--- src/rtl/rxg_pkg.sv ---
package rxg_pkg;
  typedef enum logic [1:0] {
    GS_IDLE  = 2'd0,
    GS_TAKE  = 2'd1,
    GS_SKIP  = 2'd2,
    GS_TRUNC = 2'd3
  } gate_st_e;

  typedef struct packed {
    logic keep;
    logic drop;
    logic evt;
    logic svld;
    logic serr;
  } gate_out_s;
endpackage

--- src/rtl/rxg_fault.sv ---
module rxg_fault (
  input  logic clk,
  input  logic rst,
  input  logic chan_en,
  input  logic rd_err,
  output logic stopped,
  output logic active
);
  logic stop_q;
  logic en_q;
  logic en_rise;

  assign en_rise = chan_en & ~en_q;
  assign active  = chan_en & ~stop_q & ~rd_err;
  assign stopped = stop_q;

  always_ff @(posedge clk) begin
    if (rst) begin
      stop_q <= 1'b0;
      en_q   <= 1'b0;
    end else begin
      en_q <= chan_en;
      if (chan_en && rd_err)
        stop_q <= 1'b1;
      else if (en_rise)
        stop_q <= 1'b0;
    end
  end


  err_halts_chk: assert property (@(posedge clk) disable iff (rst)
    (chan_en && rd_err) |=> stop_q);


  halt_release_chk: assert property (@(posedge clk) disable iff (rst)
    $fell(stop_q) |-> ($past(chan_en) && !$past(en_q)));
endmodule

--- src/rtl/rxg_admit.sv ---
module rxg_admit
  import rxg_pkg::*;
#(
  parameter int DCNT_W = 8
) (
  input  logic              clk,
  input  logic              rst,
  input  logic              active,
  input  logic              beat_vld,
  input  logic              beat_sop,
  input  logic              beat_eop,
  input  logic [DCNT_W-1:0] dscr_avail,
  input  logic              buf_exhausted,
  output gate_out_s         out_q
);
  gate_st_e  st_q, st_n;
  gate_out_s o_n;
  logic      none_left;

  assign none_left = (dscr_avail == '0);

  always_comb begin
    st_n = st_q;
    o_n  = '0;
    if (!active) begin
      st_n = GS_IDLE;
    end else if (beat_vld) begin
      if (beat_sop) begin
        if (none_left) begin
          o_n.evt = 1'b1;
          st_n    = beat_eop ? GS_IDLE : GS_SKIP;
        end else begin
          o_n.keep = 1'b1;
          o_n.svld = beat_eop;
          st_n     = beat_eop ? GS_IDLE : GS_TAKE;
        end
      end else begin
        unique case (st_q)
          GS_TAKE: begin
            if (buf_exhausted) begin
              o_n.svld = beat_eop;
              o_n.serr = beat_eop;
              st_n     = beat_eop ? GS_IDLE : GS_TRUNC;
            end else begin
              o_n.keep = 1'b1;
              o_n.svld = beat_eop;
              st_n     = beat_eop ? GS_IDLE : GS_TAKE;
            end
          end
          GS_TRUNC: begin
            o_n.svld = beat_eop;
            o_n.serr = beat_eop;
            st_n     = beat_eop ? GS_IDLE : GS_TRUNC;
          end
          GS_SKIP: st_n = beat_eop ? GS_IDLE : GS_SKIP;
          default: st_n = GS_IDLE;
        endcase
      end
    end
    o_n.drop = beat_vld & ~o_n.keep;
  end

  always_ff @(posedge clk) begin
    if (rst) begin
      st_q  <= GS_IDLE;
      out_q <= '0;
    end else begin
      st_q  <= st_n;
      out_q <= o_n;
    end
  end


  keep_drop_excl_chk: assert property (@(posedge clk) disable iff (rst)
    !(out_q.keep && out_q.drop));


  evt_from_start_chk: assert property (@(posedge clk) disable iff (rst)
    $rose(out_q.evt) |-> $past(beat_vld && beat_sop && active));


  halted_quiet_chk: assert property (@(posedge clk) disable iff (rst)
    !active |=> (!out_q.keep && !out_q.evt && !out_q.svld));


  clean_status_kept_chk: assert property (@(posedge clk) disable iff (rst)
    (out_q.svld && !out_q.serr) |-> out_q.keep);
endmodule

--- src/rtl/rx_admit_gate.sv ---
module rx_admit_gate
  import rxg_pkg::*;
#(
  parameter int DCNT_W = 8
) (
  input  logic              clk,
  input  logic              rst,
  input  logic              chan_en,
  input  logic              rd_err,
  input  logic              beat_vld,
  input  logic              beat_sop,
  input  logic              beat_eop,
  input  logic [DCNT_W-1:0] dscr_avail,
  input  logic              buf_exhausted,
  output logic              beat_keep,
  output logic              beat_drop,
  output logic              drop_evt,
  output logic              stat_vld,
  output logic              stat_dscr_err,
  output logic              chan_stopped
);
  logic      active;
  gate_out_s gate_q;

  rxg_fault u_fault (
    .clk     (clk),
    .rst     (rst),
    .chan_en (chan_en),
    .rd_err  (rd_err),
    .stopped (chan_stopped),
    .active  (active)
  );

  rxg_admit #(.DCNT_W(DCNT_W)) u_admit (
    .clk           (clk),
    .rst           (rst),
    .active        (active),
    .beat_vld      (beat_vld),
    .beat_sop      (beat_sop),
    .beat_eop      (beat_eop),
    .dscr_avail    (dscr_avail),
    .buf_exhausted (buf_exhausted),
    .out_q         (gate_q)
  );

  assign beat_keep     = gate_q.keep;
  assign beat_drop     = gate_q.drop;
  assign drop_evt      = gate_q.evt;
  assign stat_vld      = gate_q.svld;
  assign stat_dscr_err = gate_q.serr;


  halt_beats_event_chk: assert property (@(posedge clk) disable iff (rst)
    (chan_en && rd_err && beat_vld && beat_sop) |=> (!drop_evt && chan_stopped));
endmodule

--- config.mk ---
export PLATFORM = sky130hd
export DESIGN_NAME = rx_admit_gate
export DESIGN_NICKNAME = d
export VERILOG_FILES = /design/src/rtl/rxg_pkg.sv /design/src/rtl/rxg_fault.sv /design/src/rtl/rxg_admit.sv /design/src/rtl/rx_admit_gate.sv
export SDC_FILE = /design/constraint.sdc
export NUM_CORES = 1
export LEC_CHECK = 0
export ABC_AREA = 1
export CORE_AREA = 2 2 39 41
export CTS_BUF_LIST = sky130_fd_sc_hd__clkbuf_8
export CTS_CLUSTER_DIAMETER = 60
export DETAILED_ROUTE_END_ITERATION = 10
export DIE_AREA = 0 0 41 43
export PLACE_DENSITY = 0.68
export SKIP_LAST_GASP = 1
export SLEW_MARGIN = 20
export SYNTH_ARGS = -nofsm -noshare
export SYNTH_HDL_FRONTEND = slang
export SYNTH_HIERARCHICAL = 1
export SYNTH_SLANG_ARGS = --single-unit
--- constraint.sdc ---
create_clock -name clk -period 1.15 [get_ports clk]
set_clock_uncertainty 0.1 [all_clocks]
set_input_delay 0.23 -clock clk [delete_from_list [all_inputs] [get_ports clk]]
set_output_delay 0.23 -clock clk [all_outputs]
set_load 0.02 [all_outputs]
After elaboration in Yosys (flattened, before gate mapping):

Index checks and enable logic that the tools add are counted.

* flip-flop bits (word level): 9
* input bits: 16
* output and inout port bits: 6
* word-level logic and storage cells: 49

* equality and inequality tests: 3
* mux-type cells: 20
* bitwise operators: 11
* reduce and logical (&&, ||, !) cells: 7

Operators by type and width (number)
* $mux W1: 13
* $mux W2: 5
* $logic_not A8 Y1: 1
* $reduce_or A4 Y1: 2
* $not A1 Y1: 7
* $pmux W2 S3: 1
* $and A1 B1 Y1: 4
* $eq A2 B2 Y1 const B: 2
* $pmux W2 S2: 1
* $reduce_or A3 Y1: 1
* $eq A2 B1 Y1 const B: 1
* $reduce_bool A2 Y1: 1
* $reduce_or A2 Y1: 1
* $logic_and A1 B1 Y1: 1

Logic depth before layout (Yosys ltp):

Gate-level depths: netlist of the first run.

* depth after elaboration: 7
* depth in mapped cells: 6
* gate-level depth less buffers: 6

By module:

The synthesis of the first run kept the hierarchy.

By module, submodules not included
* rxg_admit: times used 1, cells an instance 47, area each 346.6 um^2, seq. area each 140.1 um^2
* rxg_fault: times used 1, cells an instance 12, area each 90.1 um^2, seq. area each 40.0 um^2

Worst setup path before layout of the first run:

Ideal clock, no wire load.

* path type: reg2reg
* start: reg u_fault.stop_q (netlist: u_fault/stopped)
* end: reg u_admit/out_q[0] in the netlist's numbering
* library setup time: 0.088 ns
* data arrival time: 0.984 ns
* required time: 0.962 ns
* setup slack: -0.022 ns
* stages on the path, launching flop included: 6
* path buffers: 0
* period minus slack after synthesis: 1.172 ns
* cells stage by stage: dfxtp_1 -> nor3_2 -> nand2_1 -> nor2_1 -> inv_1 -> nor4_2

* word-level cells in the longest chain between the ends: 5

Ends and longest elaborated chain
* start, declared: RTL line rxg_fault.sv:9 `logic stop_q;`
* start signal, assigned: RTL line rxg_fault.sv:19 `stop_q <= 1'b0;`
* start signal, assigned: RTL line rxg_fault.sv:24 `stop_q <= 1'b1;`
* start signal, assigned: RTL line rxg_fault.sv:26 `stop_q <= 1'b0;`
* $not A1 Y1: RTL line rxg_fault.sv:14 `assign active = chan_en & ~stop_q & ~rd_err;`
* $and A1 B1 Y1 (2 in series): RTL line rxg_fault.sv:14
* net active: RTL line rx_admit_gate.sv:22 `logic active;`
* $not A1 Y1 (no source line)
* $reduce_or A4 Y1 (no source line)
* end signal, assigned: RTL line rxg_admit.sv:69 `out_q <= o_n;`
* end, declared: RTL line rxg_admit.sv:14 `output gate_out_s out_q`

The timed path passes the listed nets, and every way through them passes these cells.
A chain may end at the register's enable or synchronous reset.

Final worst setup path of the first run:

* start: in beat_sop
* end: reg u_admit/out_q[1] in the netlist's numbering

* word-level cells in the longest chain between the ends: 1

Ends and longest elaborated chain
* start, declared: RTL line rx_admit_gate.sv:11 `input logic beat_sop,`
* $mux W1: RTL line rxg_admit.sv:28 `if (beat_sop) begin`

Every way passes these cells.

==> metrics, run 1 <==
post-detailed-route DRC marker count 0; post-CTS clock slew at the launch and capture registers of the worst setup and hold paths 40 ps; antenna diode instance count 0; cells taking the most area after synthesis dfxtp_1 (41%), nand2_1 (10%), inv_1 (7.7%), nor2_2 (7.2%), nor2_1 (6.0%); number of antenna violations at the first check in global routing 0; Skew-Pair Late Insertion Delay 230 ps; mean cell area of the mapped netlist 7.401 µm²; number of buffers inserted by port buffering 21; start point of the worst min-delay path rst; wire per inst 9.365 µm; RePlAce Congestion 0.8076; RSZ-0062 raised after global routing true; total die area 1763 µm²; iteration count of the initial detailed-routing pass 2; count of filler cells inserted in the layout 141; standard cell core area 1384 µm²; simple-gate share of the synthesized area 44.41%; final setup vio count 0; die extent in x 41 µm; Fin Hold WS 232.3 ps; FF+latch count, synth 9; clock root cell clkbuf_8; required time worst endpoint 1160 ps; total number of placement rows 14; final hold viol count 0; outcome finished, final reports clean; largest family of logic cells by synthesized area simple AND/OR/NAND/NOR gates; vertical extent of the die 43 µm; total wirelength of the detailed-routed design 974 µm; maximum fanout count along the critical path 5; min Tclk post-route 1139 ps; Total Power Consumption 0.0008073 W; hold path endpoint u_fault/en_q$_SDFF_PP0_; global route total overflow 0; # clock sinks 9; Clock H-tree levels 1; Mapped Area 436.7 µm²; maximum clock path buffer count 2; hold buffer count at CTS 0; global-route wire length before repair 1359 µm; routed vias/inst 4.385; top cell type's share of synthesized area 41.26%; worst-case register-to-register setup slack 40 ps; Hold/Removal Path Class input port to flip-flop; top-level I/O count 22; P per Cell Area 1024 nW/µm²; Max-slew headroom 83.11%; total CTS buffers 3; Min-Delay Path Depth 2; post-synth top area cell dfxtp_1; share of the synthesized area in compound gates (AO/OA/AOI/OAI) 5.731%; total vias in the final route 456; transition time at the pin with the least slew margin 252.9 ps; xor-xnor portion of the synthesized cell area 0%; net count after synthesis 75; startpoint of the lowest-slack register-to-register path u_fault/stopped$_SDFFE_PP0P_; First DRT Iteration DRCs 6; CTS tree done; fraction of layout cells with a size suffix above 1 37.50%; maximum vdd drop 0.0006455 V; part of the cycle the worst path needs 99.07%; classification of the worst setup path input port to flip-flop; commonest non-fill, non-tap cells in the layout dlymetal6s2s_1 (10), nand2_1 (10), inv_1 (9), dfxtp_1 (8), nor2_1 (7); maximum number of pins on one net before global-route repair 8; final worst slack 10.68 ps; type of origin of the critical path input port; achievable frequency 0.8777 GHz; unique cell type count in the Yosys netlist 19; endpoint arrival time on the critical path 1150 ps; FF+latch area 181.4 µm²; initial cell density of the core 31.56%; total track usage 12.55%; Post-Place Setup Slack -458.2 ps; arithmetic-cell share of the synthesized area counting full adders, half adders and majority gates 0%; category of the worst setup path capture point flip-flop; antenna viol nets, final 0; Synth Warn # 6; depth of the most critical reg-to-reg path 5; via count of the first global-routing pass 355; part of the Yosys area used for sequential elements 41.26%; number of nets in the finished design 105; area of the multi-input gates 251.5 µm²; half-perimeter wire length of the detailed placement result 701.8 µm; Final Max Slew Viols 0; Synth-to-Final Area Change 80.52%; standby leakage power 0.4148 nW; worst r2r dst u_admit/out_q[0]$_SDFF_PP0_; number of standard cells after synthesis 59; max-capacitance violation count 0; share of synthesized area spent on multiplexers 0%; final total negative setup slack 0 ps
cell type report:
cell class                      instances  share of cell area, %
Tap cell                               16                  2.540
Inverter                               10                  4.762
Sequential cell                         9                  23.02
Clock buffer                            3                  5.238
Multi-Input combinational cell         40                  31.90
Timing Repair Buffer                   25                  32.06
Clock inverter                          1                 0.4762
power breakdown:
| group | internal (W) | switching (W) | total, W |
|---|---|---|---|
| registers | 0.000321 | 0.00000323 | 0.000324 |
| clock network | 0.000232 | 0.000124 | 0.000356 |
| logic | 0.0000663 | 0.0000606 | 0.000127 |
| total | 0.000620 | 0.000188 | 0.000807 |
worst max-delay path: stages:
cell and delay [ps]:
clkdlybuf4s50_1 520, nand2_2 80, inv_2 70, nand4_4 110
nand2_1 110, nor3_2 40
synthesized netlist by cell type (all sizes together):
cell type / n
a21oi: 2
a31oi: 1
clkinv: 1
dfxtp: 9
inv: 9
nand2: 13
nand3: 3
nand3b: 1
nand4: 1
nor2: 12
nor3: 3
nor4: 1
o21ai: 1
or2: 2
how the worst max path moves through the flow:
stage | startpoint | endpoint | cells past startpoint
floorplan | u_fault/stopped$_SDFFE_PP0P_ | u_admit/out_q[0]$_SDFF_PP0_ | 5
finish | beat_sop | u_admit/out_q[1]$_SDFF_PP0_ | 6
CTS | u_fault/stopped$_SDFFE_PP0P_ | chan_stopped | 1
global route | u_fault/stopped$_SDFFE_PP0P_ | u_admit/out_q[0]$_SDFF_PP0_ | 5
global placement | chan_en | u_admit/out_q[0]$_SDFF_PP0_ | 7
detailed placement | chan_en | u_admit/out_q[0]$_SDFF_PP0_ | 7
stage by stage:
stage	cell area (µm²)	cells	util [%]
2_1_floorplan	437.9	59	-
5_1_grt	788.3	104	56.96
6_report	788.3	104	56.96
4_1_cts	742.0	103	53.62
3_3_place_gp	690.7	99	49.91
3_5_place_dp	690.7	99	49.91
kinds of logic (layout without fill, tap and decap cells):
logic type	after synthesis	after routing
DFF	9	9
and+or+nand+nor	36	36
buffers and inverters	10	39
AOI/OAI and AO/OA	4	4
timing repair:
action,in CTS,in global routing
pin swaps,3,12
endpoints found under the setup margin,11,9
resized for setup,23,22
setup buffers,0,1
flip-flops by register name, summed over array words and instances, names as in the netlist:
| signal | cells |
|---|---|
| u_admit/out_q | 5 |
| u_admit/st_q | 2 |
| u_fault/en_q | 1 |
| u_fault/stopped | 1 |
layer usage:
layer	wire length [µm]	GRT usage, %	up-vias
li1	-	-	240
met1	413	15.43	193
met2	438	13.75	18
met3	78	6.283	5
met4	44	14.00	0
met5	0	0	-
No activity file was read; power rests on OpenSTA's default activity.
==> run 2, diff against run 1 <==
--- a/config.mk
+++ b/config.mk
@@ -12,6 +12,7 @@
 export DETAILED_ROUTE_END_ITERATION = 10
 export DIE_AREA = 0 0 41 43
 export PLACE_DENSITY = 0.68
+export SETUP_SLACK_MARGIN = 0.4
 export SKIP_LAST_GASP = 1
 export SLEW_MARGIN = 20
 export SYNTH_ARGS = -nofsm -noshare
==> metrics, run 2 (same netlist as run 1, synthesis figures left out) <==
start point of the worst min-delay path rst (unchanged); fraction of layout cells with a size suffix above 1 44.83% (was 37.50%); met3 track utilization from global routing 4.712% (was 6.283%); post-CTS clock slew at the launch and capture registers of the worst setup and hold paths 40 ps (about the same); Flop pwr share 40.5% (was 40.2%); total vias in the final route 451 (was 456); total wirelength of the detailed-routed design 959 µm (was 974 µm); maximum vdd drop 0.0004092 V (was 0.0006455 V); First DRT Iteration DRCs 7 (was 6); vertical extent of the die 43 µm (unchanged); classification of the worst setup path flip-flop to flip-flop (was input port to flip-flop); register bank with the most flops u_admit/out_q (unchanged); worst-case register-to-register setup slack 40 ps (about the same); number of antenna violations at the first check in global routing 0 (unchanged); worst r2r dst u_admit/out_q[1]$_SDFF_PP0_ (was u_admit/out_q[0]$_SDFF_PP0_); endpoint arrival time on the critical path 1170 ps (was 1150 ps); global route total overflow 0 (unchanged); total track usage 14.07% (was 12.55%); transition time at the pin with the least slew margin 179.2 ps (was 252.9 ps); CTS tree done (unchanged); number of nets in the finished design 104 (was 105); antenna diode instance count 0 (unchanged); initial cell density of the core 31.56% (unchanged); Max-slew headroom 87.96% (was 83.11%); number of buffers inserted by port buffering 21 (unchanged); maximum clock path buffer count 2 (unchanged); part of the cycle the worst path needs 96.58% (was 99.07%); antenna viol nets, final 0 (unchanged); Clock H-tree levels 1 (unchanged); total die area 1763 µm² (unchanged); largest registers in the final layout u_admit/out_q (5), u_admit/st_q (2) (unchanged); Final Max Slew Viols 0 (unchanged); commonest non-fill, non-tap cells in the layout inv_1 (10), nand2_1 (10), dlygate4sd2_1 (7), nor2_1 (6) (was dlymetal6s2s_1 (10), nand2_1 (10), inv_1 (9), dfxtp_1 (8), nor2_1 (7)); Net Switching 0.0001886 W (was 0.0001876 W); max FFs per register 5 (unchanged); total CTS buffers 3 (unchanged); RSZ-0062 raised after global routing true (unchanged); final total negative setup slack 0 ps (unchanged); clock root cell clkbuf_8 (unchanged); min Tclk post-route 1111 ps (was 1139 ps); RePlAce Congestion 0.7639 (was 0.8076); Skew-Pair Late Insertion Delay 230 ps (about the same); met2 usage in global routing 21.25% (was 13.75%); startpoint of the lowest-slack register-to-register path u_fault/stopped$_SDFFE_PP0P_ (unchanged); achievable frequency 0.9004 GHz (was 0.8777 GHz); depth of the most critical reg-to-reg path 5 (unchanged); via count of the first global-routing pass 417 (was 355); maximum number of pins on one net before global-route repair 7 (was 8); final hold viol count 0 (unchanged); iteration count of the initial detailed-routing pass 4 (was 2); required time worst endpoint 1200 ps (was 1160 ps); # clock sinks 9 (unchanged); half-perimeter wire length of the detailed placement result 742.9 µm (was 701.8 µm); switching share of power 23.60% (was 23.24%); Min-Delay Path Depth 2 (unchanged); max-capacitance violation count 0 (unchanged); die extent in x 41 µm (unchanged); routed vias/inst 4.379 (was 4.385); P per Cell Area 1051 nW/µm² (was 1024 nW/µm²); combinational cell fraction of total power 14.6% (was 15.7%); global-route wire length before repair 1621 µm (was 1359 µm); wire per inst 9.311 µm (was 9.365 µm); outcome finished, final reports clean (unchanged); final setup vio count 0 (unchanged); maximum fanout count along the critical path 3 (was 5); Hold/Removal Path Class input port to flip-flop (unchanged); type of origin of the critical path flip-flop (was input port); P_int 0.0006106 W (was 0.0006196 W); grt met1 use 14.52% (was 15.43%); hold path endpoint u_fault/en_q$_SDFF_PP0_ (unchanged); clock share of power 44.9% (was 44.1%); number of buffers inserted by post-CTS setup repair 0 (unchanged); Cell Count Post-Placement 99 (unchanged); post-detailed-route DRC marker count 0 (unchanged); category of the worst setup path capture point flip-flop (unchanged); count of non-filler cells in the finished layout 103 (was 104); total number of placement rows 14 (unchanged); peak-usage layer in the global routing report met2 (was met1); top-level I/O count 22 (unchanged); standard cell core area 1384 µm² (unchanged); Synth-to-Final Area Change 74.21% (was 80.52%); standby leakage power 0.3384 nW (was 0.4148 nW)
## run 2: cell types whose count changed in the layout (fill, tap and decap cells not counted), moves of 2 or more
| cell | change |
|---|---|
| buf_6 | +5 |
| clkdlybuf4s15_1 | +4 |
| inv_2 | -2 |
| clkdlybuf4s50_1 | -2 |
| dfxtp_2 | +4 |
| clkdlybuf4s15_2 | -2 |
| dlymetal6s2s_1 | -10 |
| dlygate4sd2_1 | +5 |
| dfxtp_1 | -5 |
## run 2: power by group through the flow
stage / sequential (W) / clock [W] / combinational (W)
global route: 0.000324 / 0.000387 / 0.000130
CTS: 0.000323 / 0.000371 / 0.000117
floorplan: 0.000336 / 0 / 0.0000417
detailed placement: 0.000330 / 0 / 0.000130
global placement: 0.000330 / 0 / 0.000129
finish: 0.000323 / 0.000359 / 0.000117
## run 2: per-layer routing
metal,part of all wire [%],up-vias,routed length [µm]
met1,42,190,404
met4,4.0,0,38
met5,0,-,0
met3,7.7,4,74
li1,-,239,-
met2,46,18,441
## run 2: how the worst max path moves through the flow
stage                                             from                     endpoint  slack (ps)  depth (start not counted)
final                     u_fault/stopped$_SDFFE_PP0P_  u_admit/out_q[1]$_SDFF_PP0_          40                          5
after global routing      u_fault/stopped$_SDFFE_PP0P_  u_admit/out_q[0]$_SDFF_PP0_         -90                          5
after CTS                 u_fault/stopped$_SDFFE_PP0P_  u_admit/out_q[0]$_SDFF_PP0_          40                          5
after detailed placement                       chan_en  u_admit/out_q[1]$_SDFF_PP0_        -450                          7
after global placement                         chan_en  u_admit/out_q[0]$_SDFF_PP0_        -400                          7
after floorplan           u_fault/stopped$_SDFFE_PP0P_  u_admit/out_q[0]$_SDFF_PP0_          40                          5
## run 2: critical path: stages (launching register included)
cell and delay, ps:
dfxtp_2 320, nor3_2 130, nand2_1 100, nor2_2 180, nand2_2 70, nor3_2 120
## run 2: stage by stage
step | utilization (%) | hold slack (ps) | cell area, µm² | worst slack [ps] | total power, W
CTS | 54.70 | 224.4 | 757.0 | 43.06 | 0.0008113
detailed placement | 50.54 | 380.3 | 699.4 | -449.8 | 0.0004604
finish | 54.97 | 222.5 | 760.7 | 39.37 | 0.0007992
global placement | 50.54 | 374.1 | 699.4 | -398.5 | 0.0004593
floorplan | - | 201.8 | 446.7 | 43.79 | 0.0003779
global route | 54.97 | 244.2 | 760.7 | -86.11 | 0.0008404
## run 2: repair_timing
item                       CTS  global route
resized for setup           73             1
setup endpoints to repair   15            14
hold buffers                 0             0
pin swaps                   22             7
## run 2: final cells by class
class / instances / area (µm²)
repair buffers: 24 / 217.7
fillers: 140 / 623.1
clock buffers: 3 / 41.29
flip-flops and latches: 9 / 190.2
multi-input cells: 40 / 249.0
clock inverters: 1 / 3.754
inverters: 10 / 38.79
well taps: 16 / 20.02
